--- config.mk ---
export PLATFORM = sky130hd
export DESIGN_NAME = rr_park_arbiter
export DESIGN_NICKNAME = d
export VERILOG_FILES = /design/src/rtl/rr_arb_pkg.sv /design/src/rtl/rr_prio_gen.sv /design/src/rtl/rr_max_select.sv /design/src/rtl/rr_grant_reg.sv /design/src/rtl/rr_park_arbiter.sv
export SDC_FILE = /design/constraint.sdc
export NUM_CORES = 1
export LEC_CHECK = 0
export ABC_AREA = 1
export BUFFER_PORTS_ARGS = -buffer_cell sky130_fd_sc_hd__clkbuf_2
export CORE_UTILIZATION = 35
export CTS_CLUSTER_SIZE = 8
export DETAILED_ROUTE_END_ITERATION = 8
export HOLD_SLACK_MARGIN = 0.06
export MAX_ROUTING_LAYER = met4
export PLACE_DENSITY_LB_ADDON = 0.3
export SYNTH_ARGS = -nofsm -noshare
export SYNTH_HDL_FRONTEND = slang
export SYNTH_HIERARCHICAL = 1
export SYNTH_SLANG_ARGS = --single-unit
--- constraint.sdc ---
create_clock -name clk -period 5.7 [get_ports clk]
set_clock_uncertainty 0.2 [all_clocks]
set_input_delay 1.14 -clock clk [delete_from_list [all_inputs] [get_ports clk]]
set_output_delay 1.14 -clock clk [all_outputs]
set_load 0.01 [all_outputs]
--- src/rtl/rr_arb_pkg.sv ---
package rr_arb_pkg;

  // Priority word: {pending, idle last owner, above last owner}
  function automatic logic [2:0] prio_word(input logic pending,
                                           input logic is_last,
                                           input logic above_last);
    return {pending, is_last & ~pending, above_last};
  endfunction

endpackage

--- src/rtl/rr_prio_gen.sv ---
module rr_prio_gen
  import rr_arb_pkg::*;
#(
  parameter int N  = 4,
  parameter int IW = 2
) (
  input  logic [N-1:0]      req,
  input  logic [IW-1:0]     last_idx,
  output logic [N-1:0][2:0] prio
);

  for (genvar g = 0; g < N; g++) begin : g_port
    assign prio[g] = prio_word(req[g],
                               last_idx == IW'(g),
                               IW'(g) > last_idx);
  end

endmodule

--- src/rtl/rr_max_select.sv ---
module rr_max_select #(
  parameter int N  = 4,
  parameter int IW = 2
) (
  input  logic [N-1:0][2:0] prio,
  output logic [IW-1:0]     win_idx
);

  logic [2:0] best;

  // Scan downward; ">=" lets a lower port take over on a tie.
  always_comb begin
    best    = prio[N-1];
    win_idx = IW'(N-1);
    for (int i = N - 2; i >= 0; i--) begin
      if (prio[i] >= best) begin
        best    = prio[i];
        win_idx = IW'(i);
      end
    end
  end

endmodule

--- src/rtl/rr_grant_reg.sv ---
module rr_grant_reg #(
  parameter int IW = 2
) (
  input  logic          clk,
  input  logic          rst_n,
  input  logic          arb_en,
  input  logic [IW-1:0] win_idx,
  input  logic          win_req,
  output logic [IW-1:0] cur_idx,
  output logic          busy
);

  // cur_idx doubles as the last-grant register and the parking spot.
  always_ff @(posedge clk) begin
    if (!rst_n) begin
      cur_idx <= '0;
      busy    <= 1'b0;
    end else if (arb_en) begin
      cur_idx <= win_idx;
      busy    <= win_req;
    end
  end

endmodule

--- src/rtl/rr_park_arbiter.sv ---
module rr_park_arbiter #(
  parameter int N  = 4,
  parameter int IW = (N > 1) ? $clog2(N) : 1
) (
  input  logic          clk,
  input  logic          rst_n,
  input  logic [N-1:0]  req,
  input  logic          done,
  output logic [N-1:0]  gnt,
  output logic [IW-1:0] gnt_idx
);

  logic [N-1:0][2:0] prio;
  logic [IW-1:0]     win_idx;
  logic [IW-1:0]     cur_idx;
  logic              busy;
  logic              arb_en;
  logic              win_req;

  assign arb_en  = !busy || done;
  assign win_req = req[win_idx];

  rr_prio_gen #(.N(N), .IW(IW)) u_prio (
    .req      (req),
    .last_idx (cur_idx),
    .prio     (prio)
  );

  rr_max_select #(.N(N), .IW(IW)) u_sel (
    .prio    (prio),
    .win_idx (win_idx)
  );

  rr_grant_reg #(.IW(IW)) u_reg (
    .clk     (clk),
    .rst_n   (rst_n),
    .arb_en  (arb_en),
    .win_idx (win_idx),
    .win_req (win_req),
    .cur_idx (cur_idx),
    .busy    (busy)
  );

  for (genvar g = 0; g < N; g++) begin : g_dec
    assign gnt[g] = (cur_idx == IW'(g));
  end

  assign gnt_idx = cur_idx;

endmodule

==> results.md <==
* Status: completed
* Top cell family by delay on the critical path: simple AND/OR/NAND/NOR gates
* Final period util at 0.761
* Arr. time, crit path at about 4300 ps
* P&R area growth vs syn at 12.5%
* Startpoint types: input pin
* Max-cap check violation count at 0
* Post-synthesis register bit count at 3
* Xor/xnor share of the synthesized area at 0
* Total Routing Usage GR at 0.126
* PD cells at around 510 nW/um2
* Hold WS at around 270 ps
* Crit-path max cell delay at around 300 ps
* Placed cells at 141
* Reg2reg end: u_reg/busy$_SDFFE_PN0P_
* Main combinational cell family by area after synthesis: simple AND/OR/NAND/NOR gates
* Maximum vdd drop at 0.000241 V
* Starting density of the core at 0.396
* DP HPWL at a little over 900 um
* Die width at approximately 44 um
* Total global routing overflow at 0
* Flop-to-flop setup slack at roughly 1800 ps
* Final nets at ~140
* Die area at approximately 2000 um2
* CTS buffer count at 3
* RSZ-0062 raised after global routing: no
* Final wirelength at between 1 and 1.5 mm
* Worst Hold Endpoint: u_reg/busy$_SDFFE_PN0P_
* Final setup fails at 0
* WP data required at 5660 ps
* Vias in the first global route at between 400 and 500
* Hold path start: u_reg/busy$_SDFFE_PN0P_
* First-pass GRT wire length at 1.84 mm
* Initial antenna violation count at 0
* Async set-or-reset flop fraction in the synthesized netlist at 0
* Cells after Synth at 110
* Most frequent CP cell: nand2_1
* Slowest-stage cell, CP: ha_1
* Adder-Cell Fraction of Synth Area at 0.178
* GP Congestion at approximately 0.8
* DRC viols at 0
* Fin. Hold Viols at 0
* Pleak at around 0.00043 uW
* Hold-fix buffer count after cts at 0
* CORE AREA at between 1500 and 2000 um2
* Clk buf depth at 2
* Total number of vias at between 500 and 600
* Largest net degree at the start of global routing at 10
* Clock root cell: clkbuf_4
* Final Max Tran Viols at 0
* Mean post-synth cell area at around 5.7 um2
* Maximum achievable frequency at between 0.2 and 0.25 GHz
* Synth Area in Compound Gates at 0.0614
* Sink Count at 3
* Core Rows at 14
* Worst hold path class: flop to flop
* Cell depth of the worst hold path at 2
* Most common flop cell mapped by yosys: dfxtp_1
* IO Count at 13
* Resize count post-CTS at 0
* Die height at about 44 um
* Crit Path Max Fanout at 5
* Reg2reg start: u_reg/cur_idx[1]$_SDFFE_PN0P_
* Post-Syn Area at roughly 630 um2
* Antenna-violating nets left at 0
* Port bufs at 12
* Post-synth EDFFs at 0
* CTS tree: done
* Layout Cells excl Fill at around 150
* Yosys warns at 6
* Critical path type: input pin to flop
* Via/cell ratio at around 4.1
* Setup TNS Final at 0 ps
* Crit end category: flop
* Worst skew pair latency at ~230 ps
* H-Tree Depth at 1
* Synth Net Count at 126
* Seq/Total Area, Yosys at 0.0950
* First-pass detailed-route iteration total at 3
* Yosys cell types at 18
* WP buf/inv at 6
* Fin crit period at between 4000 and 5000 ps
* Layout cells sized above 1 at 0.223
* Simple-Gate Fraction of Synth Area at 0.440
* Post-detailed-route wirelength per cell at between 7 and 8 um
* Clock slew at reported path FFs at roughly 30 ps
* Post-CTS setup buffer count at 0
* Antenna diodes at 0
* Mux share of post-synthesis cell area at 0
* First DRT Iteration DRCs at 7
* FF-to-FF path depth at 27
## cell usage after synthesis, types with 3 or more instances
cell,count,area (um2)
buf_4,5,37.5
inv_2,3,11.3
ha_1,9,113
and2_1,3,18.8
a21oi_1,3,15.0
nand2_1,27,101
inv_1,24,90.1
nand3_1,10,50.1
nor2_2,3,18.8
nand2_2,3,18.8
dfxtp_1,3,60.1
nor2_1,11,41.3
## state kept, by name, indices dropped and copies added, names as in the netlist
name and cells:
u_reg/cur_idx 2, u_reg/busy 1
## routing by layer
metal | vias to the layer above | GRT usage | wire [um]
met4 | 0 | 0.0545 | 0
met3 | 0 | 0 | 24
met5 | - | - | 0
met1 | 230 | 0.163 | 576
li1 | 350 | - | -
met2 | 10 | 0.206 | 460
## cell usage in the layout, fill, tap and decap left out, drive strengths merged
| master | n |
|---|---|
| nor2 | 14 |
| conb | 1 |
| clkbuf | 16 |
| and2 | 3 |
| a21oi | 4 |
| nand3b | 1 |
| nand2 | 31 |
| o211ai | 1 |
| dfxtp | 3 |
| nand3 | 11 |
| ha | 9 |
| inv | 27 |
## report_power, final
part	leakage, uW	switching [uW]	internal, uW	total, uW
clock	0.0000150	9.81	26.2	36.0
combinational	0.000393	169	109	279
sequential	0.0000248	14.9	30.5	45.4
## worst max-delay path by stage
stage               startpoint                       to  slack, ps  cells after the start
floorplan               req[2]  u_reg/busy$_SDFFE_PN0P_       1520                     23
global placement        req[3]  u_reg/busy$_SDFFE_PN0P_       1170                     27
detailed placement      req[3]  u_reg/busy$_SDFFE_PN0P_       1130                     27
CTS                     req[3]  u_reg/busy$_SDFFE_PN0P_       1360                     27
global route            req[3]  u_reg/busy$_SDFFE_PN0P_        930                     27
finish                  req[3]  u_reg/busy$_SDFFE_PN0P_       1360                     27
## layout make-up
cell class	count	area (um2)
multi-input cells	75	433
fillers	183	883
well taps	24	30.0
flip-flops and latches	3	60.1
clock buffers	4	26.3
repair buffers	12	60.1
inverters	27	101
## worst reg2reg max path: cells and delay by family (launching register included)
family | cells | cell delay, ps
AND/OR/NAND/NOR | 15 | 1320
flip-flops | 1 | 490
AO/OA/AOI/OAI | 4 | 710
adder cells (fa/ha/maj) | 3 | 810
buffers and inverters | 5 | 320
## cell families after synthesis
kind of cell / count (synthesis)
AOI/OAI and AO/OA: 5
other: 1
DFF: 3
buffers and inverters: 32
adders and majority gates: 9
and+or+nand+nor: 60
## metrics by stage
step / area, um2 / total power [uW] / util / setup slack [ps]
final: 711 / 360 / 0.446 / 1360
after global routing: 711 / 413 / 0.446 / 933
after CTS: 711 / 366 / 0.446 / 1360
after detailed placement: 684 / 326 / 0.429 / 1130
after global placement: 684 / 322 / 0.429 / 1170
after floorplan: 632 / 270 / - / 1520
(Power assumes the default switching activity.)
